==> src/rtl/hbridge_pwm_decoder.sv <==
module hbridge_pwm_decoder #(
  parameter int SYNC_STAGES = 2
) (
  input  logic       clk,
  input  logic       rst_n,
  input  logic       drv_pin,
  input  logic       ch3_en,
  input  logic       pin_is_pwm,
  input  logic       decay_fast,
  input  logic [2:0] pwm_alloc,
  input  logic [1:0] pol_a,
  input  logic [1:0] pol_b,
  input  logic [1:0] pol_c,
  input  logic [1:0] pol_d,
  output logic [7:0] out_oe,
  output logic [7:0] out_lvl,
  output logic       step_clk
);
  localparam int TOP = SYNC_STAGES - 1;

  logic [TOP:0] pin_sr, en_sr;
  logic         pwm_s, en_s;

  always_ff @(posedge clk or negedge rst_n)
    if (!rst_n) begin
      pin_sr <= '0;
      en_sr  <= '0;
    end else begin
      pin_sr <= {pin_sr[TOP-1:0], drv_pin};
      en_sr  <= {en_sr[TOP-1:0], ch3_en};
    end

  assign pwm_s = pin_sr[TOP];
  assign en_s  = en_sr[TOP];

  // returns {oe_b, oe_a, lvl_b, lvl_a}
  function automatic logic [3:0] side_pair(input logic [1:0] code, input logic pwm_on,
                                           input logic fast, input logic keep_brake);
    if (pwm_on && !fast)                          return 4'b1100;
    if (pwm_on && !(keep_brake && code == 2'b11)) return 4'b0000;
    case (code)
      2'b10:   return 4'b1101;
      2'b01:   return 4'b1110;
      2'b11:   return 4'b1100;
      default: return 4'b0000;
    endcase
  endfunction

  logic       pwm_live, on_a, on_b, on_c;
  logic [3:0] d_a, d_b, d_c, d_d;

  assign pwm_live = pin_is_pwm & pwm_s;
  assign on_a     = pwm_live & ~pwm_alloc[2] & pwm_alloc[0];
  assign on_b     = pwm_live & ~pwm_alloc[2] & pwm_alloc[1];
  assign on_c     = pwm_live &  pwm_alloc[2];

  assign d_a = side_pair(pol_a, on_a, decay_fast, 1'b0);
  assign d_b = side_pair(pol_b, on_b, decay_fast, 1'b0);
  assign d_c = side_pair(pol_c, on_c, decay_fast, 1'b1);
  assign d_d = en_s ? side_pair(pol_d, 1'b0, decay_fast, 1'b0) : 4'b0000;

  always_ff @(posedge clk or negedge rst_n)
    if (!rst_n) begin
      out_oe   <= '0;
      out_lvl  <= '0;
      step_clk <= 1'b0;
    end else begin
      out_oe   <= {d_d[3:2], d_c[3:2], d_b[3:2], d_a[3:2]};
      out_lvl  <= {d_d[1:0], d_c[1:0], d_b[1:0], d_a[1:0]};
      step_clk <= pwm_s & ~pin_is_pwm;
    end
endmodule


==> config.mk <==
export PLATFORM = sky130hd
export DESIGN_NAME = hbridge_pwm_decoder
export DESIGN_NICKNAME = d
export VERILOG_FILES = /design/src/rtl/hbridge_pwm_decoder.sv
export SDC_FILE = /design/constraint.sdc
export NUM_CORES = 1
export LEC_CHECK = 0
export BUFFER_PORTS_ARGS = -buffer_cell sky130_fd_sc_hd__buf_2
export CAP_MARGIN = 20
export CORE_UTILIZATION = 41
export CTS_CLUSTER_SIZE = 30
export DETAILED_ROUTE_END_ITERATION = 10
export HOLD_SLACK_MARGIN = 0.02
export PLACE_DENSITY = 0.78
export SETUP_SLACK_MARGIN = 0.02
export SYNTH_ARGS = -nofsm -noshare
export SYNTH_HDL_FRONTEND = slang
export SYNTH_SLANG_ARGS = --single-unit
==> constraint.sdc <==
create_clock -name clk -period 1.2 [get_ports clk]
set_input_delay 0.06 -clock clk [delete_from_list [all_inputs] [get_ports clk]]
set_output_delay 0.06 -clock clk [all_outputs]
set_load 0.03 [all_outputs]
* After elaboration in Yosys (flattened, before gate mapping) *
Index checks and enable logic that the tools add are counted.

storage, ports and cells
  bits in registers = 21
  input bits = 17
  output and inout bits = 17
  word-level logic and storage cells = 57

operators by class
  equality and inequality tests = 12
  multiplexer cells = 26
  bitwise logic cells = 8
  reductions and logical operators = 6

operator list
  operator              number
  $mux W4               13
  $pmux W4 S3           4
  $eq A2 B2 Y1 const B  8
  $mux W1               9
  $eq A2 B1 Y1 const B  4
  $and A1 B1 Y1         6
  $logic_and A1 B1 Y1   4
  $logic_not A1 Y1      2
  $not A1 Y1            2

* Logic depth before layout (Yosys ltp) *
  depth after elaboration = 8
  gate-level depth with buffers = 2
  gate-level depth less buffers = 2

* Least setup slack after synthesis *
Ideal clock, no wire load.

  kind = register -> register
  start point = register pin_sr[1]
  end point = register out_oe[1]
  library setup time = 79 ps
  data arrival time = 769 ps
  required time = 1121 ps
  slack = 351 ps
  cell stages (with the launch flop) = 3
  path buffers = 0
  period minus slack after synthesis = 849 ps
  cells stage by stage = dfrtp_1 -> and4b_1 -> mux2i_1

on the way
  word-level cells in the longest chain between the ends = 7
  elaborated cells on any way between the ends = 10
  those cells by class = 6 x mux; 3 x bitwise; 1 x reduce/logical

ends and longest elaborated chain
  item                          RTL line  text
  start, declared               21        logic [TOP:0] pin_sr, en_sr;
  start signal, assigned        29        pin_sr <= {pin_sr[TOP-1:0], drv_pin};
  $and A1 B1 Y1 *               52        assign pwm_live = pin_is_pwm & pwm_s;
  $and A1 B1 Y1 * (2 in a row)  53        assign on_a = pwm_live & ~pwm_alloc[2] & pwm_alloc[0];
  $mux W1 (2 in a row)          40        if (pwm_on && !(keep_brake && code == 2'b11)) return 4'b0000;
  $mux W4                       41        case (code)
  $mux W4 *                     40
  end signal, assigned          68        out_oe <= {d_d[3:2], d_c[3:2], d_b[3:2], d_a[3:2]};
  end, declared                 15        output logic [7:0] out_oe,

Mark *: on every way between the ends. The rest lies on a longest branch, timed or not. The select of a mux whose other input is x is not followed.

* Final worst setup path *
  start point = input pin_is_pwm
  end point = register out_lvl[1]

on the way
  word-level cells in the longest chain between the ends = 7
  elaborated cells on any way between the ends = 10
  those cells by class = 6 x mux; 3 x bitwise; 1 x reduce/logical

ends and longest elaborated chain
  item                          RTL line  text
  start, declared               8         input logic pin_is_pwm,
  $and A1 B1 Y1 *               52
  $and A1 B1 Y1 * (2 in a row)  53
  $mux W1 (2 in a row)          40
  $mux W4                       41
  $mux W4 *                     40
  net d_a[1]                    50        logic [3:0] d_a, d_b, d_c, d_d;
  end signal, assigned          69        out_lvl <= {d_d[1:0], d_c[1:0], d_b[1:0], d_a[1:0]};
  end, declared                 16        output logic [7:0] out_lvl,

Mark *: on every way through the listed nets, which the timed path passes. The rest lies on a longest branch. The select of a mux whose other input is x is not followed.

==> flow_summary.json <==
{
  "synth_common_cells": "dfrtp_1, nor3b_1, buf_4",
  "cts_setup_buffers": 0,
  "critPathLaunchType": "input port",
  "hold_viol": 0,
  "synth_seq_cells": 17,
  "swShare_pct": 26.5,
  "io_pins": 34,
  "cts_tree": "built",
  "cp-end-kind": "flop",
  "route.detailed.drc": 0,
  "status": "completed",
  "die_x_um": 40.5,
  "grt_use_total_pct": 17.3,
  "num_rows": 13,
  "syn_nets": 59,
  "drive_gt1_share_pct": 43.2,
  "dp_hpwl_um": 826,
  "initial_core_util_pct": 45.6,
  "synth_top_area_cell": "dfrtp_1",
  "clock_sinks": 17,
  "post_cts_resized": 0,
  "rsz0062_at_grt": "no",
  "fin_nets": 106,
  "cp_cell_sequence": "dlygate4sd3_1 > buf_2 > and4b_1 > nor3b_1",
  "p_seq_share_pct": 55.1,
  "p_int_mw": 0.819,
  "slowest_delay_ns": 0.54,
  "cpMaxStageDelayCell": "dlygate4sd3_1",
  "finalPower_mw": 1.11,
  "slew_violations": 0,
  "p_sw_mw": 0.295,
  "critPathTopFamily": "buffers and inverters",
  "slew_headroom_pct": 76.0,
  "pwr-share-comb_pct": 19.0,
  "yosys_most_used_dff": "dfrtp_1",
  "grt_start_max_net_pins": 18,
  "area_delta_synth_final_pct": 51.0,
  "fp.dieArea_um2": 1640,
  "cellLeakagePower_nw": 0.464,
  "ys_warn_count": 0,
  "fin_crit_ns": 0.992,
  "routed_wl_um": 1200,
  "fin_skew_ns": 0.00764,
  "htree_levels": 1,
  "clk_path_buf_depth": 2,
  "synth.top_cell.area_share_pct": 70.0,
  "syn-cell-area_um2": 608,
  "fmax_ghz": 1.01,
  "worstSetupPathType": "input port to flop",
  "coreArea_um2": 1330,
  "die_y_um": 40.5,
  "ir_drop_mv": 0.867,
  "drt_iter0_drc": 1,
  "power_density_nw_per_um2": 1210,
  "antenna_found_initial": 0,
  "synth_edf_count": 0,
  "async_reset_ff_share_pct": 100,
  "clk_latency_ns": 0.28,
  "critPathRequiredTime_ns": 1.39,
  "vias": 474,
  "worstPathArrival_ns": 1.18,
  "hold_class": "input port to flop",
  "diodes": 0,
  "pwr-share-clk_pct": 25.9,
  "synth.most_common_cell": "dfrtp_1",
  "avgViaCountPerCell": 4.60,
  "final_antenna_net_count": 0,
  "crit_buf_inv": 2,
  "finalCritPeriodShare_pct": 82.7,
  "finalSetupViolCount": 0,
  "cts_buffers": 3,
  "worst_pin_slew_ns": 0.359,
  "fillers": 105,
  "first_pass_iters": 2,
  "root_buffer": "clkbuf_4",
  "io_buffers": 33,
  "gr-total-overflow": 0,
  "grt_pass1_wl_um": 1750,
  "multi_input_area_um2": 153,
  "ys_types": 14,
  "max-cap-violations": 0,
  "path_max_fanout": 5,
  "first_global_vias": 416,
  "regArea_um2": 425,
  "synth-seq-area-share_pct": 70.0,
  "syn_inst": 42,
  "syn_area_per_cell_um2": 14.5,
  "tns_ns": 0,
  "clk_pin_slew_ns": 0.09,
  "ys_top_cells_by_area": "dfrtp_1, nor3b_1, buf_4",
  "wl_per_cell_um": 11.6,
  "gp_congestion": 0.631
}
==> area by class of cell <==
class / instances / area share, %
sequential: 17 / 46.3
tap: 15 / 2.04
clock buffer: 4 / 2.86
timing repair buffer: 46 / 32.2
multi-input combinational: 21 / 16.6
==> routing by layer <==
metal	GRT usage, %	up-vias	wire length [µm]
met5	0	-	0
met4	10.0	0	6
met3	3.33	2	81
met2	30.2	22	612
met1	19.3	216	497
li1	-	234	-
==> power by group through the flow <==
stage	sequential, mW	clock (mW)	combinational, mW
5_1_grt	0.619	0.328	0.228
3_5_place_dp	0.625	0	0.179
4_1_cts	0.614	0.300	0.212
2_1_floorplan	0.676	0	0.0579
3_3_place_gp	0.624	0	0.176
6_report	0.613	0.289	0.212
==> tightest hold or removal path, cell delays in order <==
cell and delay, ns:
buf_2 0.11, a311oi_1 0.09, a31oi_1 0.12
==> cells by family (layout without fill, tap and decap cells) <==
logic type / after synthesis / in the layout / synth area share [%]
muxes: 2 / 2 / 3.29
DFF: 17 / 17 / 70.0
buffers and inverters: 4 / 50 / 4.94
and+or+nand+nor: 16 / 16 / 18.1
AOI/OAI and AO/OA: 3 / 3 / 3.71
==> stage by stage <==
stage / std cells / util (%) / setup WS [ns] / hold WS (ns) / cell area (µm²)
6_report: 103 / 68.9 / 0.208 / 0.133 / 918
4_1_cts: 103 / 68.9 / 0.214 / 0.129 / 918
5_1_grt: 103 / 68.9 / 0.169 / 0.150 / 918
2_1_floorplan: 42 / - / 0.351 / -0.236 / 608
3_5_place_dp: 86 / 57.1 / 0.286 / -0.00611 / 762
3_3_place_gp: 86 / 57.1 / 0.317 / -0.0129 / 762
==> registers in the layout (all words and copies together) (netlist names) <==
signal	cells
pin_sr	2
out_lvl	8
out_oe	4
en_sr	2
step_clk	1
==> path summary, 6_finish.rpt <==
check | slack [ns] | end | from | cells after the start
min | 0.13 | out_oe[5] | pwm_alloc[2] | 3
min reg2reg | 0.36 | pin_sr[1] | pin_sr[0] | 0
max | 0.21 | out_lvl[1] | pin_is_pwm | 4
max in group asynchronous | 0.70 | out_lvl[7] | rst_n | 2
max reg2reg | 0.25 | out_lvl[1] | pin_sr[1] | 2
min in group asynchronous | 0.24 | step_clk | rst_n | 2
==> repair_timing <==
action / 4_1_cts / 5_1_grt
endpoints found under the hold margin: 31 / 0
endpoints found under the setup margin: 0 / 0
hold buffers: 13 / 0
==> placed cells by master (no fill, tap or decap) <==
cell,n
o21a_1,1
clkbuf_4,3
and3b_1,1
and3_2,1
nor2_1,3
nor3b_1,6
and4b_4,1
nor2b_1,1
mux2i_1,2
dfrtp_1,17
a31oi_1,1
and4b_1,1
buf_2,33
a311oi_1,1
dlygate4sd3_1,13
clkbuf_1,1
nand2_1,2
(Power assumes the default switching activity.)
